File: config.mk
export PLATFORM = sky130hd
export DESIGN_NAME = policy_cache_ctrl
export DESIGN_NICKNAME = d
export VERILOG_FILES = /design/src/rtl/wpc_pkg.sv /design/src/rtl/wpc_tag_store.sv /design/src/rtl/wpc_data_store.sv /design/src/rtl/wpc_ctrl.sv /design/src/rtl/policy_cache_ctrl.sv
export SDC_FILE = /design/constraint.sdc
export NUM_CORES = 2
export LEC_CHECK = 0
export ABC_AREA = 1
export ABC_CLOCK_PERIOD_IN_PS = 5650
export BUFFER_PORTS_ARGS = -buffer_cell sky130_fd_sc_hd__buf_2
export CAP_MARGIN = 20
export CORE_MARGIN = 2
export CORE_UTILIZATION = 43
export CTS_CLUSTER_DIAMETER = 50
export DETAILED_ROUTE_END_ITERATION = 7
export PLACE_DENSITY = 0.63
export SLEW_MARGIN = 10
export SYNTH_ARGS = -nofsm -noshare
export SYNTH_HDL_FRONTEND = slang
export SYNTH_HIERARCHICAL = 1
export SYNTH_SLANG_ARGS = --single-unit
File: constraint.sdc
create_clock -name clk -period 5.65 [get_ports clk]
set_input_delay 0.565 -clock clk [delete_from_list [all_inputs] [get_ports clk]]
set_output_delay 0.565 -clock clk [all_outputs]
set_load 0.02 [all_outputs]
File: src/rtl/wpc_pkg.sv
package wpc_pkg;

    typedef enum logic [2:0] {
        ST_IDLE,
        ST_CMP,
        ST_EVICT,
        ST_FILL,
        ST_WTHRU,
        ST_RESP
    } wpc_state_e;

    typedef enum logic [1:0] {
        PATH_RD_HIT,
        PATH_WR_HIT,
        PATH_BYPASS,
        PATH_REFILL
    } wpc_path_e;

    // Classify a looked-up request into the path the controller takes.
    function automatic wpc_path_e pick_path(input logic is_wr, input logic hit,
                                            input logic alloc);
        if (hit)
            return is_wr ? PATH_WR_HIT : PATH_RD_HIT;
        if (is_wr && !alloc)
            return PATH_BYPASS;
        return PATH_REFILL;
    endfunction

    // A victim must be written back only in write-back mode when modified.
    function automatic logic victim_needs_flush(input logic wb_mode, input logic valid,
                                                input logic dirty);
        return wb_mode && valid && dirty;
    endfunction

endpackage

File: src/rtl/wpc_tag_store.sv
module wpc_tag_store #(
    parameter int LINES      = 8,
    parameter int TAG_W      = 5,
    parameter bit WRITE_BACK = 1'b1,
    localparam int IDX_W     = $clog2(LINES)
) (
    input  logic             clk,
    input  logic             rst,
    input  logic [IDX_W-1:0] idx,
    output logic [TAG_W-1:0] rd_tag,
    output logic             rd_valid,
    output logic             rd_dirty,
    input  logic             fill_en,
    input  logic [TAG_W-1:0] fill_tag,
    input  logic             mark_dirty
);
    logic [TAG_W-1:0] tag_q [LINES];
    logic [LINES-1:0] valid_q;

    always_ff @(posedge clk) begin
        if (rst) begin
            valid_q <= '0;
            for (int i = 0; i < LINES; i++) tag_q[i] <= '0;
        end else if (fill_en) begin
            valid_q[idx] <= 1'b1;
            tag_q[idx]   <= fill_tag;
        end
    end

    assign rd_tag   = tag_q[idx];
    assign rd_valid = valid_q[idx];

    generate
        if (WRITE_BACK) begin : g_dirty
            logic [LINES-1:0] dirty_q;
            always_ff @(posedge clk) begin
                if (rst)
                    dirty_q <= '0;
                else if (fill_en)
                    dirty_q[idx] <= 1'b0;
                else if (mark_dirty)
                    dirty_q[idx] <= 1'b1;
            end
            assign rd_dirty = dirty_q[idx];


            dirty_on_valid_chk: assert property (@(posedge clk) disable iff (rst)
                mark_dirty |-> valid_q[idx]);

            dirty_needs_valid_chk: assert property (@(posedge clk) disable iff (rst)
                rd_dirty |-> rd_valid);
        end else begin : g_no_dirty
            assign rd_dirty = 1'b0;

            no_mark_in_wt_chk: assert property (@(posedge clk) disable iff (rst)
                !mark_dirty);
        end
    endgenerate

endmodule

File: src/rtl/wpc_data_store.sv
module wpc_data_store #(
    parameter int LINES      = 8,
    parameter int LINE_WORDS = 4,
    parameter int WORD_W     = 32,
    localparam int IDX_W     = $clog2(LINES),
    localparam int OFF_W     = $clog2(LINE_WORDS),
    localparam int LINE_W    = LINE_WORDS * WORD_W
) (
    input  logic              clk,
    input  logic              rst,
    input  logic [IDX_W-1:0]  idx,
    output logic [LINE_W-1:0] rd_line,
    input  logic              fill_en,
    input  logic [LINE_W-1:0] fill_line,
    input  logic              word_we,
    input  logic [OFF_W-1:0]  word_off,
    input  logic [WORD_W-1:0] word_data
);
    logic [LINE_W-1:0] line_q [LINES];

    always_ff @(posedge clk) begin
        if (rst) begin
            for (int i = 0; i < LINES; i++) line_q[i] <= '0;
        end else if (fill_en) begin
            line_q[idx] <= fill_line;
        end else if (word_we) begin
            line_q[idx][word_off*WORD_W +: WORD_W] <= word_data;
        end
    end

    assign rd_line = line_q[idx];


    fill_merge_excl_chk: assert property (@(posedge clk) disable iff (rst)
        !(fill_en && word_we));

endmodule

File: src/rtl/wpc_ctrl.sv
module wpc_ctrl
    import wpc_pkg::*;
#(
    parameter int ADDR_W      = 10,
    parameter int WORD_W      = 32,
    parameter int LINE_WORDS  = 4,
    parameter int LINES       = 8,
    parameter bit WRITE_BACK  = 1'b1,
    parameter bit WRITE_ALLOC = 1'b1,
    localparam int OFF_W      = $clog2(LINE_WORDS),
    localparam int IDX_W      = $clog2(LINES),
    localparam int TAG_W      = ADDR_W - OFF_W - IDX_W,
    localparam int BADDR_W    = ADDR_W - OFF_W,
    localparam int LINE_W     = LINE_WORDS * WORD_W
) (
    input  logic               clk,
    input  logic               rst,
    input  logic               cpu_req_valid,
    input  logic               cpu_we,
    input  logic [ADDR_W-1:0]  cpu_addr,
    input  logic [WORD_W-1:0]  cpu_wdata,
    output logic               cpu_ready,
    output logic [WORD_W-1:0]  cpu_rdata,
    output logic               mem_rd_req,
    output logic [BADDR_W-1:0] mem_rd_addr,
    input  logic               mem_rd_ack,
    output logic               mem_wr_req,
    output logic [BADDR_W-1:0] mem_wr_addr,
    output logic [LINE_W-1:0]  mem_wr_data,
    output logic [LINE_WORDS-1:0] mem_wr_mask,
    input  logic               mem_wr_ack,
    output logic [IDX_W-1:0]   line_idx,
    output logic [OFF_W-1:0]   line_off,
    output logic [TAG_W-1:0]   req_tag,
    output logic [WORD_W-1:0]  req_wdata,
    input  logic [TAG_W-1:0]   ts_tag,
    input  logic               ts_valid,
    input  logic               ts_dirty,
    input  logic [LINE_W-1:0]  ds_line,
    output logic               fill_en,
    output logic               word_we,
    output logic               mark_dirty
);
    wpc_state_e        st_q, st_d;
    logic              req_we_q;
    logic [ADDR_W-1:0] req_addr_q;
    logic [WORD_W-1:0] req_wdata_q;
    logic [WORD_W-1:0] resp_q;
    logic              hit;
    wpc_path_e         path;
    logic [WORD_W-1:0] hit_word;

    assign line_off  = req_addr_q[OFF_W-1:0];
    assign line_idx  = req_addr_q[OFF_W +: IDX_W];
    assign req_tag   = req_addr_q[ADDR_W-1 -: TAG_W];
    assign req_wdata = req_wdata_q;
    assign hit       = ts_valid && (ts_tag == req_tag);
    assign path      = pick_path(req_we_q, hit, WRITE_ALLOC);
    assign hit_word  = ds_line[line_off*WORD_W +: WORD_W];
    assign cpu_rdata = resp_q;

    always_comb begin
        st_d        = st_q;
        cpu_ready   = 1'b0;
        mem_rd_req  = 1'b0;
        mem_rd_addr = {req_tag, line_idx};
        mem_wr_req  = 1'b0;
        mem_wr_addr = {req_tag, line_idx};
        mem_wr_data = {LINE_WORDS{req_wdata_q}};
        mem_wr_mask = '0;
        fill_en     = 1'b0;
        word_we     = 1'b0;
        mark_dirty  = 1'b0;
        unique case (st_q)
            ST_IDLE: begin
                if (cpu_req_valid) st_d = ST_CMP;
            end
            ST_CMP: begin
                unique case (path)
                    PATH_RD_HIT: st_d = ST_RESP;
                    PATH_WR_HIT: begin
                        word_we    = 1'b1;
                        mark_dirty = WRITE_BACK;
                        st_d       = WRITE_BACK ? ST_RESP : ST_WTHRU;
                    end
                    PATH_BYPASS: st_d = ST_WTHRU;
                    PATH_REFILL: begin
                        st_d = victim_needs_flush(WRITE_BACK, ts_valid, ts_dirty)
                               ? ST_EVICT : ST_FILL;
                    end
                    default: st_d = ST_IDLE;
                endcase
            end
            ST_EVICT: begin
                mem_wr_req  = 1'b1;
                mem_wr_addr = {ts_tag, line_idx};
                mem_wr_data = ds_line;
                mem_wr_mask = '1;
                if (mem_wr_ack) st_d = ST_FILL;
            end
            ST_FILL: begin
                mem_rd_req = 1'b1;
                if (mem_rd_ack) begin
                    fill_en = 1'b1;
                    st_d    = ST_CMP;
                end
            end
            ST_WTHRU: begin
                mem_wr_req            = 1'b1;
                mem_wr_mask[line_off] = 1'b1;
                if (mem_wr_ack) st_d = ST_RESP;
            end
            ST_RESP: begin
                cpu_ready = 1'b1;
                st_d      = ST_IDLE;
            end
            default: st_d = ST_IDLE;
        endcase
    end

    always_ff @(posedge clk) begin
        if (rst) begin
            st_q        <= ST_IDLE;
            req_we_q    <= 1'b0;
            req_addr_q  <= '0;
            req_wdata_q <= '0;
            resp_q      <= '0;
        end else begin
            st_q <= st_d;
            if (st_q == ST_IDLE && cpu_req_valid) begin
                req_we_q    <= cpu_we;
                req_addr_q  <= cpu_addr;
                req_wdata_q <= cpu_wdata;
            end
            if (st_q == ST_CMP && path == PATH_RD_HIT)
                resp_q <= hit_word;
        end
    end


    ready_single_chk: assert property (@(posedge clk) disable iff (rst)
        cpu_ready |=> !cpu_ready);

    ready_quiet_chk: assert property (@(posedge clk) disable iff (rst)
        (mem_rd_req || mem_wr_req) |-> !cpu_ready);

    one_mem_op_chk: assert property (@(posedge clk) disable iff (rst)
        !(mem_rd_req && mem_wr_req));

    rd_hold_chk: assert property (@(posedge clk) disable iff (rst)
        (mem_rd_req && !mem_rd_ack) |=> (mem_rd_req && $stable(mem_rd_addr)));

    wr_hold_chk: assert property (@(posedge clk) disable iff (rst)
        (mem_wr_req && !mem_wr_ack) |=> (mem_wr_req && $stable(mem_wr_addr)));

    busy_capture_chk: assert property (@(posedge clk) disable iff (rst)
        (st_q != ST_IDLE) |=> $stable(req_addr_q));

    generate
        if (!WRITE_BACK) begin : g_wt_chk

            single_word_wr_chk: assert property (@(posedge clk) disable iff (rst)
                mem_wr_req |-> ($countones(mem_wr_mask) == 1));
        end
    endgenerate

endmodule

File: src/rtl/policy_cache_ctrl.sv
module policy_cache_ctrl #(
    parameter int ADDR_W      = 10,
    parameter int WORD_W      = 32,
    parameter int LINE_WORDS  = 4,
    parameter int LINES       = 8,
    parameter bit WRITE_BACK  = 1'b1,
    parameter bit WRITE_ALLOC = 1'b1,
    localparam int OFF_W      = $clog2(LINE_WORDS),
    localparam int IDX_W      = $clog2(LINES),
    localparam int TAG_W      = ADDR_W - OFF_W - IDX_W,
    localparam int BADDR_W    = ADDR_W - OFF_W,
    localparam int LINE_W     = LINE_WORDS * WORD_W
) (
    input  logic                  clk,
    input  logic                  rst,
    input  logic                  cpu_req_valid,
    input  logic                  cpu_we,
    input  logic [ADDR_W-1:0]     cpu_addr,
    input  logic [WORD_W-1:0]     cpu_wdata,
    output logic                  cpu_ready,
    output logic [WORD_W-1:0]     cpu_rdata,
    output logic                  mem_rd_req,
    output logic [BADDR_W-1:0]    mem_rd_addr,
    input  logic                  mem_rd_ack,
    input  logic [LINE_W-1:0]     mem_rd_data,
    output logic                  mem_wr_req,
    output logic [BADDR_W-1:0]    mem_wr_addr,
    output logic [LINE_W-1:0]     mem_wr_data,
    output logic [LINE_WORDS-1:0] mem_wr_mask,
    input  logic                  mem_wr_ack
);
    logic [IDX_W-1:0]  line_idx;
    logic [OFF_W-1:0]  line_off;
    logic [TAG_W-1:0]  req_tag;
    logic [WORD_W-1:0] req_wdata;
    logic [TAG_W-1:0]  ts_tag;
    logic              ts_valid;
    logic              ts_dirty;
    logic [LINE_W-1:0] ds_line;
    logic              fill_en;
    logic              word_we;
    logic              mark_dirty;

    wpc_ctrl #(
        .ADDR_W(ADDR_W), .WORD_W(WORD_W), .LINE_WORDS(LINE_WORDS), .LINES(LINES),
        .WRITE_BACK(WRITE_BACK), .WRITE_ALLOC(WRITE_ALLOC)
    ) ctrl_i (
        .clk(clk), .rst(rst),
        .cpu_req_valid(cpu_req_valid), .cpu_we(cpu_we), .cpu_addr(cpu_addr),
        .cpu_wdata(cpu_wdata), .cpu_ready(cpu_ready), .cpu_rdata(cpu_rdata),
        .mem_rd_req(mem_rd_req), .mem_rd_addr(mem_rd_addr), .mem_rd_ack(mem_rd_ack),
        .mem_wr_req(mem_wr_req), .mem_wr_addr(mem_wr_addr), .mem_wr_data(mem_wr_data),
        .mem_wr_mask(mem_wr_mask), .mem_wr_ack(mem_wr_ack),
        .line_idx(line_idx), .line_off(line_off), .req_tag(req_tag),
        .req_wdata(req_wdata), .ts_tag(ts_tag), .ts_valid(ts_valid),
        .ts_dirty(ts_dirty), .ds_line(ds_line), .fill_en(fill_en),
        .word_we(word_we), .mark_dirty(mark_dirty)
    );

    wpc_tag_store #(
        .LINES(LINES), .TAG_W(TAG_W), .WRITE_BACK(WRITE_BACK)
    ) tags_i (
        .clk(clk), .rst(rst), .idx(line_idx), .rd_tag(ts_tag), .rd_valid(ts_valid),
        .rd_dirty(ts_dirty), .fill_en(fill_en), .fill_tag(req_tag),
        .mark_dirty(mark_dirty)
    );

    wpc_data_store #(
        .LINES(LINES), .LINE_WORDS(LINE_WORDS), .WORD_W(WORD_W)
    ) data_i (
        .clk(clk), .rst(rst), .idx(line_idx), .rd_line(ds_line),
        .fill_en(fill_en), .fill_line(mem_rd_data), .word_we(word_we),
        .word_off(line_off), .word_data(req_wdata)
    );

endmodule

==> summary.txt <==
Run status
  • Status: finished, final reports clean

Die
  • Initial Util: between 40% and 50%
  • Core ar.: roughly 130000 um^2
  • Row Count: 134
  • DIE AREA: between 100000 and 150000 um^2
  • Total I/O pin count: around 360
  • Die H: 370.0 um
  • DIE WIDTH: 370.0 um

Timing
  • RSZ-0062 raised after global routing: false
  • Worst slew pin tran: about 1.2 ns
  • Slew Limit Fails: 0
  • Final worst-path cycle share: a little over nine tenths
  • Relative slew slack: 22.01%
  • Skew final: about 0.031 ns
  • Worst hold slack: about 0.057 ns
  • Hold Fails Final Rpt: 0
  • Achievable Freq: 181.3 MHz
  • Final setup TNS: 0 ns
  • Period minus WS final: ~5.5 ns
  • Final setup violation count: 0

Placement
  • Port-buffer cells: 358
  • GP Congestion: slightly above 0.9
  • Area after DPL: 60880 um^2
  • HPWL Detailed: 141700 um

Worst setup path
  • CP max stage delay: between 0.7 and 0.8 ns
  • R2r setup slk: about 0.85 ns
  • Crit-path max FO: 97
  • CP Launch Type: register
  • WP data required: approximately 5 ns
  • Slowest stage cell, crit path: o21ai_0
  • CP cell instances: buf_4 -> inv_8 -> buf_4 -> nand2_1 -> nand2_1 -> nand2_1 -> nand2_1 -> inv_1 -> o21ai_0 -> buf_2
  • Worst Setup Path Type: reg -> out
  • Worst setup EP type: output port
  • Cell mode on critical path: nand2_1
  • WP data arrival: ~5.0 ns

Routing
  • Vias after detailed routing: a little over 50k
  • Post-DRT Antenna Nets: 0
  • Drt total wl: around 220000 um
  • Wire length per cell: roughly 24 um
  • DRT Pass-1 Iters: 7
  • DRT iter0 DRCs: 7022
  • Residual DRC: 0
  • Routed vias/inst: 5.471

Power and ir drop
  • LEAKAGE: about 0.03 uW
  • Peak VDD IR: 277.1 uV
  • Pwr/cell area: 351.7 nW/um^2
  • Pwr Total: about 23000 uW

Yosys
  • Post-synth EDFFs: between 1k and 1.5k
  • Post-synthesis sequential area ratio: approximately 59%
  • Post-synth top area share: between 50 and 60%
  • Synth Register Bits: 1158
  • Post-synth top area cell: edfxtp_1
  • Yosys warnings: 6
  • Mapped Cells: 7153
  • Netlist Area Pre-Place: 57600 um^2
  • Syn_nets: approximately 7.3k
  • Synth async-reset ratio: 0%
  • Syn Area/Cell: around 8.1 um^2
  • Main flop type after synthesis: edfxtp_1
  • Area contributors post-synth: edfxtp_1 55%, nand2_1 23%, nor2_1 7.6%
  • Synth unique cells: 34

Clock tree
  • CTS tree: built
  • Post-CTS Setup Repair Bufs: 0
  • Sink Count: between 1k and 1.5k
  • H-tree depth: 4
  • Clk pin slew, worst setup/hold paths: roughly 0.060 ns
  • Worst skew pair latency: 0.79 ns
  • Clk buf depth: 3
  • CTS Buf Count: approximately 140
  • Clk root buf: clkbuf_16
  • Post-cts repair resize count: 0
  • # hold bufs at CTS: 0

Global routing
  • All-Layer GR Usage: a little under a third
  • First-pass GRT wire length: about 320000 um
  • Largest net degree at the start of global routing: between 150 and 200
  • GRT overflow: 0
  • Initial antenna violation count: 17
  • Vias in the first global route: approximately 47k

Layout
  • Ratio of cells with drive above 1 in the final layout: 10.31%
  • Area growth syn-to-layout: 14.01%
  • Final nets: ~7.5k
  • Reg area: 33840 um^2
  • Multi-input combinational cell area: a little over 20000 um^2
  • Final-layout fill cell count: about 13k
  • Cell area after layout: about 66000 um^2

Worst hold path
  • Worst hold-check path type: in -> reg

Job
  • Max cap viols: 0
[synthesized netlist by cell type, types with 14 or more instances]
| cell | n |
|---|---|
| nand2_1 | 3497 |
| nor2_1 | 1166 |
| edfxtp_1 | 1064 |
| inv_1 | 426 |
| buf_2 | 194 |
| clkbuf_1 | 182 |
| o21ai_0 | 179 |
| dfxtp_1 | 94 |
| nand3_1 | 76 |
| o22ai_1 | 64 |
| a21oi_1 | 56 |
| nand4_1 | 47 |
| buf_4 | 27 |
| buf_1 | 25 |
| inv_2 | 14 |
[routing by layer]
metal	vias to the layer above	part of all wire, %	GRT usage (%)
met5	-	0.15	0.8392
met4	26	5.3	16.66
met3	583	15	11.89
met2	3235	42	46.02
met1	23910	37	41.86
li1	22890	-	-
[report_power, final]
group / total, uW / switching (uW) / internal [uW]
clock network: 9190 / 3810 / 5390
logic: 4030 / 3190 / 840
registers: 9880 / 234 / 9640
[cell type report]
cell class / instances / share of cell area (%)
inverters: 442 / 2.565
clock buffers: 177 / 5.840
repair buffers: 499 / 4.611
flip-flops and latches: 1158 / 51.54
well taps: 1768 / 3.369
multi-input cells: 5121 / 30.70
diodes: 6 / 0.02286
clock inverters: 84 / 1.358
[final timing paths]
kind,start,to,cells past startpoint
max reg2reg,ctrl_i/req_addr_q[2],data_i/line_q[5][90],7
min,cpu_wdata[15],ctrl_i/req_wdata[15],3
min reg2reg,register,register,2
max,ctrl_i/req_addr_q[3],mem_wr_data[0],10
[flip-flops by register name, indices dropped and copies added, names as in the netlist, named ones only]
name               flops
tags_i/tag_q          40
ctrl_i/cpu_rdata      32
data_i/line_q       1024
tags_i/valid_q         8
ctrl_i/st_q            3
ctrl_i/req_addr_q     10
ctrl_i/req_wdata      32
ctrl_i/req_we_q        1
[worst max-delay path: cells and delay by family, from the launching register on]
kind	cells	cell delay (ns)
AND/OR/NAND/NOR	4	0.34
AO/OA/AOI/OAI	1	0.79
buffers and inverters	5	2.34
flip-flops	1	0.47
[metrics by stage]
step	utilization, %	cells	setup slack (ns)
2_1_floorplan	-	7153	1.448
3_3_place_gp	45.72	8985	1.118
3_5_place_dp	45.73	8986	1.123
4_1_cts	49.28	9247	0.3290
5_1_grt	49.32	9251	0.04048
6_report	49.33	9255	0.1354
[logic make-up after synthesis]
family	Yosys count	synth area share, %
AND/OR/NAND/NOR	4813	32.02
flip-flops	1158	58.74
buffers and inverters	874	6.350
AO/OA/AOI/OAI	302	2.772
adder cells (fa/ha/maj)	5	0.1086
XOR/XNOR	1	0.01521
[layout by cell type, fill, tap and decap left out, drive strengths merged, types with 51 or more instances in the layout]
master	synthesis	final
edfxtp	1064	1064
nor2	1171	1171
nand2	3502	3502
clkbuf	182	177
dfxtp	94	94
a21oi	56	56
inv	441	455
buf	250	499
o21ai	180	180
o22ai	64	64
nand4	51	51
nand3	80	80
No activity file was read; power rests on OpenSTA's default activity.
